File: config.mk
export PLATFORM = sky130hd
export DESIGN_NAME = seq_step_fsm
export DESIGN_NICKNAME = d
export VERILOG_FILES = /design/src/rtl/seq_step_pkg.sv /design/src/rtl/seq_step_lut.sv /design/src/rtl/seq_step_reg.sv /design/src/rtl/seq_step_fsm.sv
export SDC_FILE = /design/constraint.sdc
export NUM_CORES = 1
export LEC_CHECK = 0
export ABC_AREA = 1
export BUFFER_PORTS_ARGS = -buffer_cell sky130_fd_sc_hd__buf_2
export CAP_MARGIN = 40
export CELL_PAD_IN_SITES_DETAIL_PLACEMENT = 0
export CELL_PAD_IN_SITES_GLOBAL_PLACEMENT = 1
export CORE_AREA = 10 10 47 49
export DETAILED_ROUTE_END_ITERATION = 10
export DIE_AREA = 0 0 57 59
export PLACE_DENSITY_LB_ADDON = 0.1
export SKIP_LAST_GASP = 1
export SYNTH_ARGS = -nofsm -noshare
export SYNTH_HDL_FRONTEND = slang
export SYNTH_HIERARCHICAL = 1
export SYNTH_SLANG_ARGS = --single-unit
File: constraint.sdc
create_clock -name clk_i -period 1.7 [get_ports clk_i]
set_clock_uncertainty 0.15 [all_clocks]
set_input_delay 0.17 -clock clk_i [delete_from_list [all_inputs] [get_ports clk_i]]
set_output_delay 0.17 -clock clk_i [all_outputs]
set_load 0.05 [all_outputs]
File: src/rtl/seq_step_pkg.sv
package seq_step_pkg;
  localparam int unsigned SEQ_STATE_W = 3;
  localparam int unsigned SEQ_STEP_DN = 2;
  localparam int unsigned SEQ_PULSE_A = 2;
  localparam int unsigned SEQ_PULSE_B = 6;
endpackage

File: src/rtl/seq_step_lut.sv
module seq_step_lut #(
  parameter int unsigned STATE_W = seq_step_pkg::SEQ_STATE_W,
  parameter int unsigned STEP_DN = seq_step_pkg::SEQ_STEP_DN,
  parameter int unsigned PULSE_A = seq_step_pkg::SEQ_PULSE_A,
  parameter int unsigned PULSE_B = seq_step_pkg::SEQ_PULSE_B,
  localparam int unsigned ADDR_W = STATE_W + 2
) (
  input  logic [ADDR_W-1:0]  addr_i,
  output logic [STATE_W-1:0] nxt_o,
  output logic               pulse_o
);
  localparam int unsigned DEPTH = 1 << ADDR_W;
  localparam int unsigned TOP   = (1 << STATE_W) - 1;

  // entry = {pulse, next_state}
  function automatic logic [STATE_W:0] entry_f(input int unsigned a);
    int unsigned st, nx;
    logic dn, fr, p;
    st = a % (TOP + 1);
    dn = ((a >> STATE_W) & 1) != 0;
    fr = ((a >> (STATE_W + 1)) & 1) != 0;
    p  = 1'b0;
    if (fr)            nx = TOP;
    else if (!dn)      nx = (st == TOP) ? TOP : st + 1;
    else begin
      nx = (st < STEP_DN) ? 0 : st - STEP_DN;
      p  = (st == PULSE_A) || (st == PULSE_B);
    end
    return {p, nx[STATE_W-1:0]};
  endfunction

  logic [STATE_W:0] rom [DEPTH];

  for (genvar g = 0; g < DEPTH; g++) begin : g_rom
    localparam logic [STATE_W:0] ENTRY = entry_f(g);
    assign rom[g] = ENTRY;
  end

  assign {pulse_o, nxt_o} = rom[addr_i];
endmodule

File: src/rtl/seq_step_reg.sv
module seq_step_reg #(
  parameter int unsigned W = 1
) (
  input  logic         clk_i,
  input  logic         rst_ni,
  input  logic [W-1:0] d_i,
  output logic [W-1:0] q_o
);
  always_ff @(posedge clk_i or negedge rst_ni) begin
    if (!rst_ni) q_o <= '0;
    else         q_o <= d_i;
  end
endmodule

File: src/rtl/seq_step_fsm.sv
module seq_step_fsm #(
  parameter int unsigned STATE_W = seq_step_pkg::SEQ_STATE_W,
  parameter int unsigned STEP_DN = seq_step_pkg::SEQ_STEP_DN,
  parameter int unsigned PULSE_A = seq_step_pkg::SEQ_PULSE_A,
  parameter int unsigned PULSE_B = seq_step_pkg::SEQ_PULSE_B
) (
  input  logic               clk_i,
  input  logic               rst_ni,
  input  logic               force_i,
  input  logic               down_i,
  output logic [STATE_W-1:0] state_o,
  output logic               pulse_o,
  output logic               pulse_q_o
);
  localparam logic [STATE_W-1:0] TOP = '1;
  localparam logic [STATE_W-1:0] STP = STATE_W'(STEP_DN);
  localparam logic [STATE_W-1:0] PA  = STATE_W'(PULSE_A);
  localparam logic [STATE_W-1:0] PB  = STATE_W'(PULSE_B);

  logic [STATE_W-1:0] state_d;

  seq_step_lut #(
    .STATE_W(STATE_W), .STEP_DN(STEP_DN), .PULSE_A(PULSE_A), .PULSE_B(PULSE_B)
  ) i_lut (
    .addr_i ({force_i, down_i, state_o}),
    .nxt_o  (state_d),
    .pulse_o(pulse_o)
  );

  seq_step_reg #(.W(STATE_W)) i_state (
    .clk_i(clk_i), .rst_ni(rst_ni), .d_i(state_d), .q_o(state_o)
  );

  seq_step_reg #(.W(1)) i_pulse_q (
    .clk_i(clk_i), .rst_ni(rst_ni), .d_i(pulse_o), .q_o(pulse_q_o)
  );

  a_r2_force_top: assert property (@(posedge clk_i) disable iff (!rst_ni)
    force_i |=> state_o == TOP);
  a_r2_force_quiet: assert property (@(posedge clk_i) disable iff (!rst_ni)
    force_i |-> !pulse_o);
  a_r3_count_up: assert property (@(posedge clk_i) disable iff (!rst_ni)
    (!force_i && !down_i && state_o != TOP) |=> state_o == $past(state_o) + STATE_W'(1));
  a_r3_hold_top: assert property (@(posedge clk_i) disable iff (!rst_ni)
    (!force_i && !down_i && state_o == TOP) |=> state_o == TOP);
  a_r4_step_down: assert property (@(posedge clk_i) disable iff (!rst_ni)
    (!force_i && down_i && state_o >= STP) |=> state_o == $past(state_o) - STP);
  a_r4_floor: assert property (@(posedge clk_i) disable iff (!rst_ni)
    (!force_i && down_i && state_o < STP) |=> state_o == '0);
  a_r5_pulse_source: assert property (@(posedge clk_i) disable iff (!rst_ni)
    pulse_o |-> (!force_i && down_i && (state_o == PA || state_o == PB)));
  a_r5_pulse_fires: assert property (@(posedge clk_i) disable iff (!rst_ni)
    (!force_i && down_i && (state_o == PA || state_o == PB)) |-> pulse_o);
  a_r6_pulse_delay: assert property (@(posedge clk_i) disable iff (!rst_ni)
    1'b1 |=> pulse_q_o == $past(pulse_o));
endmodule

* Word level (Yosys, flattened, before mapping) *
Memory sizes are Yosys's and may differ from the RTL's.
Index checks and enable logic that the tools add are counted.
Widths: inputs -> output; s select.

operators by class
  shift-type cells = 0
  eq/ne operators = 0
  div/mod/pow operators = 0
  $add $sub $neg = 0
  order comparisons = 1
  mux-type cells = 2
  multipliers = 0
  reduce and logical (&&, ||, !) cells = 0
  bitwise logic cells = 1

operators with widths
  operator            number
  $mux 4              2
  $ge 6x6->1 const B  1
  $not 5->6           1

word-level totals
  ROM bits = 128
  bits in latches = 0
  register bits = 4
  memories = 1
  RAM bits = 0

memory list
  memory           words  bits a word  rd ports  clocked after memory_dff  write ports  RTL line            source
  (no name shown)  32     4            1         0                         0            seq_step_lut.sv:39  assign {pulse_o, nxt_o} = rom[addr_i];

* Longest topological paths before layout *
  depth after elaboration = 4
  gate-level depth with buffers = 6
  depth with buffers taken out = 6

* By module *
The synthesis kept the hierarchy.

modules (own cells, without submodules)
  module                     sequential area each (sq um)  instances  cells each  area an instance (sq um)
  seq_step_lut               0.0                           1          28          150.1
  seq_step_reg at i_state    75.1                          1          3           75.1
  seq_step_reg at i_pulse_q  25.0                          1          1           25.0

* Worst setup path before layout *
OpenSTA, ideal clock, no wires.

  path kind = flip-flop to flip-flop
  start = register i_state.q_o[0]
  end = register i_pulse_q.q_o
  path buffers = 0
  library setup time = 0.203 ns
  data arrival time = 1.618 ns
  data required time = 1.347 ns
  slack = -0.271 ns
  stages on the path, launching flop included = 5
  cell sequence = dfrtp_1 > inv_1 > ha_1 > nand2_1 > nor2_1

on the way
  cells in the longest elaborated chain, start to end = 4

RTL lines
  what                                       RTL line            source
  start: declaration                         seq_step_reg.sv:7   output logic [W-1:0] q_o
  start signal: assignment                   seq_step_reg.sv:11  else q_o <= d_i;
  $not 5->6 (not written as such)            seq_step_lut.sv:39
  $mem_v2 32x4                               -
  $mux 4 (not written as such) (2 in a row)  seq_step_lut.sv:39
  via pulse_o                                seq_step_fsm.sv:12  output logic pulse_o,
  end signal: assignment                     seq_step_reg.sv:11
  end: declaration                           seq_step_reg.sv:7

The timed path passes the listed nets, and every way through them passes these cells. The select of a mux whose other input is x is not followed.

* Worst setup path after layout *
  start = register i_state.q_o[0]
  end = output pulse_o

on the way
  cells in the longest elaborated chain, start to end = 4

RTL lines
  what                                       RTL line
  $not 5->6 (not written as such)            seq_step_lut.sv:39
  $mem_v2 32x4                               -
  $mux 4 (not written as such) (2 in a row)  seq_step_lut.sv:39
  end: declaration                           seq_step_fsm.sv:12

Every way passes these cells. The select of a mux whose other input is x is not followed.

==> tab_implementation.tex <==
\begin{tabular}{lr}
\hline
Metric & Value \\
\hline
\multicolumn{2}{l}{\textbf{Layout}} \\
\quad Share of layout cells above drive strength 1 & 0.304 \\
\quad Fill cells & 165 \\
\quad Area Overhead vs Synth & 47.0\% \\
\quad Leading cell types in the layout, fill and taps excluded & 8 x sky130\_fd\_sc\_hd\_\_nand2\_1, 8 x sky130\_fd\_sc\_hd\_\_buf\_2, 6 x sky130\_fd\_sc\_hd\_\_inv\_1, 6 x sky130\_fd\_sc\_hd\_\_nand3\_1 \\
\quad Antenna diode instance count & 0 \\
\quad Post-layout nets & 56 \\
\quad Fraction of the core area covered by cells at the end of the flow & 0.263 \\
\multicolumn{2}{l}{\textbf{Die}} \\
\quad Io pins & 9 \\
\quad CORE AREA & 1400 µm² \\
\quad Floorplan die area & 3360 µm² \\
\quad Vertical extent of the die & 59 µm \\
\quad Row cnt & 14 \\
\quad Starting density of the core & 0.179 \\
\quad Width of the die & 57 µm \\
\multicolumn{2}{l}{\textbf{Timing}} \\
\quad Minimum hold slack & 0.0827 ns \\
\quad Number of slew-limit violations in the final report & 0 \\
\quad Final setup fails & 0 \\
\quad Transition time at the pin with the least slew margin & 0.254 ns \\
\quad Final Hold Viols & 0 \\
\quad Final-layout setup total negative slack & 0 ns \\
\quad Share of the cycle needed by the critical path after routing & 0.946 \\
\quad RSZ-0062 raised after global routing & false \\
\quad Post-layout minimum cycle time & 1.61 ns \\
\quad Fmax achieved & 0.622 GHz \\
\quad Max\_slew headroom & 0.832 \\
\multicolumn{2}{l}{\textbf{Detailed routing}} \\
\quad Vias per cell & 3.94 \\
\quad DRT Wirelength & 688 µm \\
\quad Iteration-0 DRC Markers & 6 \\
\quad DR vias & 244 \\
\quad Post-detailed-route count of antenna-violating nets & 0 \\
\quad Wirelength per Cell & 11.1 µm \\
\quad DRC violations left & 0 \\
\quad TritonRoute pass-1 iters & 3 \\
\multicolumn{2}{l}{\textbf{Hold path}} \\
\quad Type of the worst min-delay path & primary input to flip-flop \\
\quad Worst hold path depth & 3 \\
\quad Start point of the worst min-delay path & down\_i \\
\quad Hold-critical path endpoint & i\_pulse\_q/q\_o\$\_DFF\_PN0\_ \\
\multicolumn{2}{l}{\textbf{CTS}} \\
\quad TritonCTS clock tree & built \\
\quad Clk slew on worst S/H paths & 0.04 ns \\
\quad CTS Root Cell & sky130\_fd\_sc\_hd\_\_clkbuf\_4 \\
\quad Latest clock arrival within the worst-skew pair & 0.24 ns \\
\quad Number of buffers added by the clock tree synthesis step & 3 \\
\quad Total number of H-tree levels & 1 \\
\quad Clock sink count & 4 \\
\quad Maximum number of buffers from clock root to sink & 2 \\
\multicolumn{2}{l}{\textbf{Power and ir drop}} \\
\quad Sequential power share & 0.357 \\
\quad Leakage power & 0.203 nW \\
\quad PwrDens & 810 nW/µm² \\
\quad Overall power & 0.000298 W \\
\quad Worst supply voltage drop on vdd & 0.361 mV \\
\quad Clock network fraction of total power & 0.399 \\
\quad Sw frac & 0.317 \\
\quad Comb pwr share & 0.244 \\
\quad Net load switching power & 0.0000946 W \\
\quad Internal Dissipation & 0.000203 W \\
\multicolumn{2}{l}{\textbf{Setup path}} \\
\quad Maximum fanout along the worst path & 3 \\
\quad Endpoint required time on the critical path & 1.38 ns \\
\quad Worst EP arrival & 1.29 ns \\
\quad Register-to-Register Setup Slack & 0.41 ns \\
\quad Crit Path Category & flip-flop to primary output \\
\quad Reg-to-reg critical path endpoint & i\_state/q\_o[1]\$\_DFF\_PN0\_ \\
\quad Launching point of the worst reg2reg path & i\_state/q\_o[1]\$\_DFF\_PN0\_ \\
\quad Critical path capture point type & primary output \\
\quad Critical Path Start Type & flip-flop \\
\quad Reg2Reg Depth & 6 \\
\multicolumn{2}{l}{\textbf{Place}} \\
\quad Port Buffers & 8 \\
\quad Final weighted congestion in routability-driven placement & 0.746 \\
\quad HPWL after detailed placement & 552 µm \\
\multicolumn{2}{l}{\textbf{Run}} \\
\quad Max-cap violations & 0 \\
\multicolumn{2}{l}{\textbf{Global route}} \\
\quad Grt met3 use & 0.0279 \\
\quad Pin count of the biggest net entering global routing & 8 \\
\quad Vias in the first global route & 271 \\
\quad Met2 track demand over resource in global routing & 0.0589 \\
\quad Antenna violations before repair & 0 \\
\quad Met1 Usage GRT & 0.0503 \\
\quad Global-route wire length before repair & 1.18 mm \\
\quad Total gr overflow & 0 \\
\quad Total routing resource utilization after global routing & 0.0468 \\
\quad Routing layer with the top usage in global route & met2 \\
\multicolumn{2}{l}{\textbf{Outcome}} \\
\quad Run status & complete, no violations \\
\multicolumn{2}{l}{\textbf{Synth}} \\
\quad Syn\_nets & 40 \\
\quad Synth Register Bits & 4 \\
\quad Post-Synthesis Mean Instance Area & 7.82 µm² \\
\quad Proportion of synthesized chip area in sequential cells & 0.400 \\
\quad Synth Instances & 32 \\
\quad Area of the mapped netlist & 250 µm² \\
\quad Number of warnings reported in the yosys synthesis log & 6 \\
\quad Unique cell type count in the Yosys netlist & 9 \\
\hline
\end{tabular}
[worst max path at each step]
| stage | startpoint | to |
|---|---|---|
| 2_1_floorplan | i_state/q_o[0]$_DFF_PN0_ | i_state/q_o[1]$_DFF_PN0_ |
| 3_3_place_gp | i_state/q_o[0]$_DFF_PN0_ | pulse_o |
| 3_5_place_dp | i_state/q_o[0]$_DFF_PN0_ | pulse_o |
| 4_1_cts | i_state/q_o[0]$_DFF_PN0_ | pulse_o |
| 5_1_grt | i_state/q_o[0]$_DFF_PN0_ | pulse_o |
| 6_report | i_state/q_o[0]$_DFF_PN0_ | pulse_o |
[flip-flops by register name, summed over array words and instances, names as in the netlist]
register	count
i_state/q_o	3
i_pulse_q/q_o	1
[cells by family (layout without fill, tap and decap cells)]
| family | after synthesis | after routing | share of synthesized area |
|---|---|---|---|
| adder cells (fa/ha/maj) | 4 | 4 | 0.200 |
| AND/OR/NAND/NOR | 15 | 15 | 0.255 |
| AO/OA/AOI/OAI | 2 | 2 | 0.0400 |
| flip-flops | 4 | 4 | 0.400 |
| buffers and inverters | 7 | 21 | 0.105 |
[what timing repair did]
| action | CTS | global route |
|---|---|---|
| hold buffers | 2 | 0 |
| setup buffers | 0 | 0 |
| gates resized for setup | 0 | 0 |
| hold endpoints to repair | 5 | 0 |
[synthesized netlist by cell type, drive strengths merged]
| cell | number | area [µm²] |
|---|---|---|
| nand2 | 8 | 30.0 |
| inv | 7 | 26.3 |
| nand3 | 6 | 30.0 |
| dfrtp | 4 | 100 |
| ha | 4 | 50.1 |
| a21oi | 1 | 5.00 |
| nor2 | 1 | 3.75 |
| o21ai | 1 | 5.00 |
[layer usage]
layer / up-vias / part of all wire
li1: 129 / -
met4: 0 / 0.036
met2: 10 / 0.38
met5: - / 0
met1: 101 / 0.48
met3: 4 / 0.10
[cell type report]
type | count | area (µm²) | area share
well taps | 16 | 20.0 | 0.0544
inverters | 7 | 26.3 | 0.0714
clock buffers | 3 | 22.5 | 0.0612
repair buffers | 11 | 67.6 | 0.184
flip-flops and latches | 4 | 100 | 0.272
multi-input cells | 21 | 131 | 0.357
[power groups by stage]
stage | logic, W | clock network, W | registers, W
floorplan | 0.0000266 | 0 | 0.000126
global route | 0.0000809 | 0.000138 | 0.000107
detailed placement | 0.0000692 | 0 | 0.000108
CTS | 0.0000736 | 0.000123 | 0.000106
global placement | 0.0000703 | 0 | 0.000108
finish | 0.0000726 | 0.000119 | 0.000107
[metrics by stage]
stage | instance area, µm² | setup slack, ns | cells
floorplan | 258 | 0.116 | 32
CTS | 368 | 0.0727 | 62
detailed placement | 325 | 0.338 | 57
global route | 368 | 0.00106 | 62
finish | 368 | 0.0911 | 62
global placement | 325 | 0.333 | 57
[critical path, cell delays in order (launching register included)]
cell,delay (ns)
sky130_fd_sc_hd__dfrtp_1,0.36
sky130_fd_sc_hd__inv_1,0.10
sky130_fd_sc_hd__ha_1,0.16
sky130_fd_sc_hd__nand2_1,0.08
sky130_fd_sc_hd__nor2_4,0.08
sky130_fd_sc_hd__buf_2,0.26
(Power assumes the default switching activity.)
